===== config.mk =====
export PLATFORM = sky130hd
export DESIGN_NAME = phy_pwr_seq
export DESIGN_NICKNAME = d
export VERILOG_FILES = /design/src/rtl/phy_pwr_seq_pkg.sv /design/src/rtl/phy_pwr_seq_ctrl.sv /design/src/rtl/phy_pwr_seq_dp.sv /design/src/rtl/phy_pwr_seq.sv
export SDC_FILE = /design/constraint.sdc
export NUM_CORES = 1
export LEC_CHECK = 0
export ABC_AREA = 1
export CORE_MARGIN = 1
export CORE_UTILIZATION = 55
export DETAILED_ROUTE_END_ITERATION = 8
export PLACE_DENSITY = 0.87
export SLEW_MARGIN = 20
export SYNTH_ARGS = -nofsm -noshare
export SYNTH_HDL_FRONTEND = slang
export SYNTH_SLANG_ARGS = --single-unit

===== constraint.sdc =====
create_clock -name clk -period 3.3 [get_ports clk]
set_input_delay 0.99 -clock clk [delete_from_list [all_inputs] [get_ports clk]]
set_output_delay 0.99 -clock clk [all_outputs]
set_load 0.02 [all_outputs]

===== src/rtl/phy_pwr_seq_pkg.sv =====
package phy_pwr_seq_pkg;

  localparam int CTRL_W   = 32;
  localparam int BIT_RST  = 7;
  localparam int BIT_EN   = 8;
  localparam int BIT_LANE = 24;
  localparam int BIT_TPD  = 27;
  localparam int BIT_PAD  = 28;

  typedef enum logic [2:0] {
    ST_OFF,
    ST_RST,
    ST_PAD,
    ST_SETTLE,
    ST_ON,
    ST_DN_PAD,
    ST_DN_RET
  } seqState_t;

  typedef struct packed {
    logic assertRst;
    logic releaseRst;
    logic latchPad;
    logic raiseEn;
    logic dropEn;
    logic dropPad;
    logic enterRet;
    logic loadRst;
    logic loadSettle;
  } seqStrobe_t;

endpackage


===== src/rtl/phy_pwr_seq_ctrl.sv =====
module phy_pwr_seq_ctrl
  import phy_pwr_seq_pkg::*;
(
  input  logic       clk,
  input  logic       rst,
  input  logic       startReq,
  input  logic       stopReq,
  input  logic       cntDone,
  output seqStrobe_t strobe,
  output logic       ready
);

  seqState_t state, nxtState;
  logic      startPend, stopPend;
  logic      upPhase, downPhase, goUp, goDown;

  assign upPhase   = (state == ST_RST) || (state == ST_PAD) || (state == ST_SETTLE);
  assign downPhase = (state == ST_DN_PAD) || (state == ST_DN_RET);
  assign goUp      = (state == ST_OFF) && (startReq || startPend);
  assign goDown    = (state == ST_ON) && (stopReq || stopPend);
  assign ready     = (state == ST_ON);

  always_comb begin
    strobe   = '0;
    nxtState = state;
    case (state)
      ST_OFF: begin
        if (goUp) begin
          strobe.assertRst = 1'b1;
          strobe.loadRst   = 1'b1;
          nxtState         = ST_RST;
        end
      end
      ST_RST: begin
        if (cntDone) begin
          strobe.releaseRst = 1'b1;
          nxtState          = ST_PAD;
        end
      end
      ST_PAD: begin
        strobe.latchPad   = 1'b1;
        strobe.loadSettle = 1'b1;
        nxtState          = ST_SETTLE;
      end
      ST_SETTLE: begin
        if (cntDone) begin
          strobe.raiseEn = 1'b1;
          nxtState       = ST_ON;
        end
      end
      ST_ON: begin
        if (goDown) begin
          strobe.dropEn = 1'b1;
          nxtState      = ST_DN_PAD;
        end
      end
      ST_DN_PAD: begin
        strobe.dropPad = 1'b1;
        nxtState       = ST_DN_RET;
      end
      ST_DN_RET: begin
        strobe.enterRet = 1'b1;
        nxtState        = ST_OFF;
      end
      default: nxtState = ST_OFF;
    endcase
  end

  always_ff @(posedge clk) begin
    if (rst) begin
      state     <= ST_OFF;
      startPend <= 1'b0;
      stopPend  <= 1'b0;
    end else begin
      state     <= nxtState;
      startPend <= goUp ? 1'b0 : (startPend | (startReq & downPhase));
      stopPend  <= goDown ? 1'b0 : (stopPend | (stopReq & upPhase));
    end
  end

endmodule


===== src/rtl/phy_pwr_seq_dp.sv =====
module phy_pwr_seq_dp
  import phy_pwr_seq_pkg::*;
#(
  parameter int RST_CYCLES    = 100000,
  parameter int SETTLE_CYCLES = 1500000
) (
  input  logic              clk,
  input  logic              rst,
  input  seqStrobe_t        strobe,
  input  logic              oscPresent,
  output logic              cntDone,
  output logic [CTRL_W-1:0] ctrlWord
);

  localparam int MAX_CYC = (RST_CYCLES > SETTLE_CYCLES) ? RST_CYCLES : SETTLE_CYCLES;
  localparam int CNT_W   = $clog2(MAX_CYC + 1);
  localparam logic [CNT_W-1:0] RST_LOAD    = CNT_W'(RST_CYCLES - 1);
  localparam logic [CNT_W-1:0] SETTLE_LOAD = CNT_W'(SETTLE_CYCLES - 1);

  logic [CNT_W-1:0] delayCnt;
  logic rstBit, padBit, enBit, laneBit, tpdBit;

  assign cntDone = (delayCnt == '0);

  always_ff @(posedge clk) begin
    if (rst) begin
      delayCnt <= '0;
    end else if (strobe.loadRst) begin
      delayCnt <= RST_LOAD;
    end else if (strobe.loadSettle) begin
      delayCnt <= SETTLE_LOAD;
    end else if (!cntDone) begin
      delayCnt <= delayCnt - 1'b1;
    end
  end

  always_ff @(posedge clk) begin
    if (rst) begin
      rstBit  <= 1'b0;
      padBit  <= 1'b0;
      enBit   <= 1'b0;
      laneBit <= 1'b0;
      tpdBit  <= 1'b0;
    end else begin
      if (strobe.assertRst) begin
        rstBit <= 1'b1;
        tpdBit <= 1'b0;
      end
      if (strobe.releaseRst) rstBit <= 1'b0;
      if (strobe.latchPad)   padBit <= oscPresent;
      if (strobe.raiseEn) begin
        enBit   <= 1'b1;
        laneBit <= 1'b1;
      end
      if (strobe.dropEn) begin
        enBit   <= 1'b0;
        laneBit <= 1'b0;
      end
      if (strobe.dropPad)  padBit <= 1'b0;
      if (strobe.enterRet) tpdBit <= 1'b1;
    end
  end

  always_comb begin
    ctrlWord           = '0;
    ctrlWord[BIT_RST]  = rstBit;
    ctrlWord[BIT_EN]   = enBit;
    ctrlWord[BIT_LANE] = laneBit;
    ctrlWord[BIT_TPD]  = tpdBit;
    ctrlWord[BIT_PAD]  = padBit;
  end

endmodule


===== src/rtl/phy_pwr_seq.sv =====
module phy_pwr_seq
  import phy_pwr_seq_pkg::*;
#(
  parameter int RST_CYCLES    = 100000,
  parameter int SETTLE_CYCLES = 1500000
) (
  input  logic        clk,
  input  logic        rst,
  input  logic        startReq,
  input  logic        stopReq,
  input  logic        oscPresent,
  output logic [31:0] ctrlWord,
  output logic        ready
);

  seqStrobe_t strobe;
  logic       cntDone;

  phy_pwr_seq_ctrl u_ctrl (
    .clk      (clk),
    .rst      (rst),
    .startReq (startReq),
    .stopReq  (stopReq),
    .cntDone  (cntDone),
    .strobe   (strobe),
    .ready    (ready)
  );

  phy_pwr_seq_dp #(
    .RST_CYCLES    (RST_CYCLES),
    .SETTLE_CYCLES (SETTLE_CYCLES)
  ) u_dp (
    .clk        (clk),
    .rst        (rst),
    .strobe     (strobe),
    .oscPresent (oscPresent),
    .cntDone    (cntDone),
    .ctrlWord   (ctrlWord)
  );

endmodule


==> flow_summary.json <==
{
  "clk_latency_ps": 330,
  "critical_path_class": "flip-flop to primary output",
  "insertedDiodeCount": 0,
  "area_growth_pct": 2.52,
  "first_pass_iters": 4,
  "swShare_pct": 41.8,
  "finalCriticalPeriod_ps": 2720,
  "p_leak_nw": 0.939,
  "clkSinkCount": 30,
  "final_layout_size_suffix_gt1_share_pct": 10.4,
  "io_buffers": 10,
  "first_iter_violations": 62,
  "fin_setup_tns_ps": 0,
  "cts_tree": "built",
  "cell_internal_pwr_uw": 657,
  "synthTopCellsByCount": "nand2_1 (45), nor2_1 (43), buf_4 (32)",
  "dp_hpwl_um": 2900,
  "ant_nets": 0,
  "clk_pin_slew_ps": 90,
  "die_area_mm2": 0.00367,
  "final_area_mm2": 0.00194,
  "critPathCaptureType": "primary output",
  "p_switching_uw": 473,
  "synth_area_mm2": 0.00189,
  "fillers": 304,
  "cts_max_level": 2,
  "place_congestion": 0.961,
  "globalRouteOverflowTotal": 0,
  "die_h_um": 60.6,
  "ys_ff_latch": 30,
  "p_comb_share_pct": 39.5,
  "finalClockSkew_ps": 4.64,
  "synth_edf_count": 0,
  "io_pins": 38,
  "vias_per_cell": 5.12,
  "arrival_ps": 1730,
  "core_mm2": 0.00315,
  "slew_headroom_pct": 66.1,
  "synth_area_leader_cell": "dfxtp_1",
  "crit_fanout": 5,
  "met2_length_um": 1830,
  "ir_drop_mv": 0.399,
  "grt_start_max_net_pins": 22,
  "grt_pass1_vias": 1408,
  "drcViolationCount": 0,
  "wl_um": 3780,
  "cts-root-buf": "clkbuf_4",
  "cts_max_path_buffers": 2,
  "critPathLaunchType": "flip-flop",
  "synthDistinctLibCells": 33,
  "vias": 1648,
  "grt.total_usage_pct": 23.5,
  "synth_top_area_share_pct": 31.8,
  "setup_viol": 0,
  "ys_async_sr_fraction_pct": 0,
  "worstMarginPinSlew_ps": 506,
  "antenna_found_initial": 0,
  "rows": 20,
  "ys_top_cells_by_area": "dfxtp_1 (32%), buf_4 (13%), nand2_1 (8.9%)",
  "report.final.slew_viol_count": 0,
  "top_layer": "met4",
  "die_w_um": 60.6,
  "fin_crit_sh_pct": 82.3,
  "synthesis.yosys.warnings": 0,
  "powerDensity_mw_per_mm2": 583,
  "wl_met3_um": 165,
  "fmax_mhz": 368,
  "clkPwrFrac_pct": 20.1,
  "synth-main-ff-cell": "dfxtp_1",
  "avgSynthCellArea_um2": 7.00,
  "multi_input_area_mm2": 0.00104,
  "register_area_um2": 601,
  "critPathRequiredTime_ps": 2310,
  "drt-met1-wl_um": 1710,
  "cts_post_setup_buffers_inserted": 0,
  "pwr-share-seq_pct": 40.4,
  "hp-class": "flip-flop to flip-flop",
  "synth.most_common_cell": "nand2_1",
  "cts_hold_buf": 0,
  "grt_pass1_wl_um": 6240,
  "rsz0062_at_grt": "false",
  "syn_inst": 270,
  "seq_area_frac_synth_pct": 31.8,
  "numCtsBuffers": 5,
  "wl_per_cell_um": 11.7,
  "placed_area_mm2": 0.00188,
  "start_util_pct": 59.9,
  "cap_violations": 0,
  "finalHoldViolCount": 0,
  "nNetsFinal": 283,
  "post_cts_resized": 0,
  "status": "finished, final reports clean"
}
[flip-flops by register name, indices dropped and copies added, names as in the netlist]
register / cells
u_ctrl.state: 3
u_ctrl.stopPend: 1
u_dp.enBit: 1
u_dp.tpdBit: 1
u_dp.padBit: 1
u_dp.rstBit: 1
u_ctrl.startPend: 1
u_dp.delayCnt: 21
[power groups by stage]
stage | Combinational [mW] | Clock (mW) | Sequential [mW]
2_1_floorplan | 0.393 | 0 | 0.450
3_3_place_gp | 0.426 | 0 | 0.461
3_5_place_dp | 0.438 | 0 | 0.463
4_1_cts | 0.441 | 0.229 | 0.455
5_1_grt | 0.509 | 0.246 | 0.461
6_report | 0.446 | 0.227 | 0.456
[final cells by class]
type / instances / area share [%]
tap: 44 / 2.84
clock inverter: 1 / 0.258
multi-input combinational: 208 / 53.6
clock buffer: 7 / 2.84
timing repair buffer: 10 / 5.17
sequential: 30 / 31.0
inverter: 22 / 4.26
[cell usage in the layout, fill, tap and decap left out, types with 2 or more instances in the layout]
master / count
clkdlybuf4s50_1: 10
a21o_1: 4
dfxtp_1: 30
nand4_1: 4
clkbuf_4: 5
inv_1: 20
a21oi_1: 15
nor3_1: 3
nand2_1: 45
nor2_1: 43
nand2_2: 3
o21ai_0: 4
nor2_4: 2
or2_2: 3
xor2_1: 4
nand2_4: 2
nor2_2: 3
nand3_1: 30
a31oi_1: 2
inv_2: 2
xnor2_1: 2
conb_1: 27
a21oi_2: 4
[critical path, stage by stage (launching register included)]
cell and delay [ps]:
dfxtp_1 360, nor2_1 190, inv_1 100, nor2_1 130, clkdlybuf4s50_1 620
[path summary, 6_finish.rpt]
| kind | start | to | slack, ps | depth (start not counted) |
|---|---|---|---|---|
| worst min register to register | u_dp.padBit$_SDFFE_PP0P_ | u_dp.padBit$_SDFFE_PP0P_ | 470 | 2 |
| worst max-delay path | u_ctrl.state[0]$_SDFFE_PP0P_ | ready | 580 | 4 |
| worst min-delay path | u_dp.padBit$_SDFFE_PP0P_ | u_dp.padBit$_SDFFE_PP0P_ | 470 | 2 |
| worst max register to register | u_dp.delayCnt[0]$_SDFFE_PP0P_ | u_ctrl.state[1]$_SDFFE_PP0P_ | 1360 | 8 |
[cell families after synthesis]
kind of cell	Yosys count	synth area share (%)
AO/OA/AOI/OAI	33	10.7
XOR/XNOR	6	2.78
adder cells (fa/ha/maj)	1	0.662
buffers and inverters	58	18.4
flip-flops	30	31.8
other	1	0.198
AND/OR/NAND/NOR	141	35.5
[per-stage QoR]
stage                     hold WS, ps  util (%)  power (mW)  cells  setup slack [ps]
after floorplan                   443         -       0.843    296              1450
after global placement            459      59.5       0.887    314               836
after detailed placement          457      59.5       0.901    314               820
after CTS                         470      61.4        1.13    322               584
after global routing              506      61.4        1.22    322               484
final                             469      61.4        1.13    322               584
[layer usage]
metal	vias up	global-route usage, %
met3	10	6.61
met2	36	37.2
met4	0	9.74
li1	833	-
met5	-	0
met1	769	30.2
(Power assumes the default switching activity.)
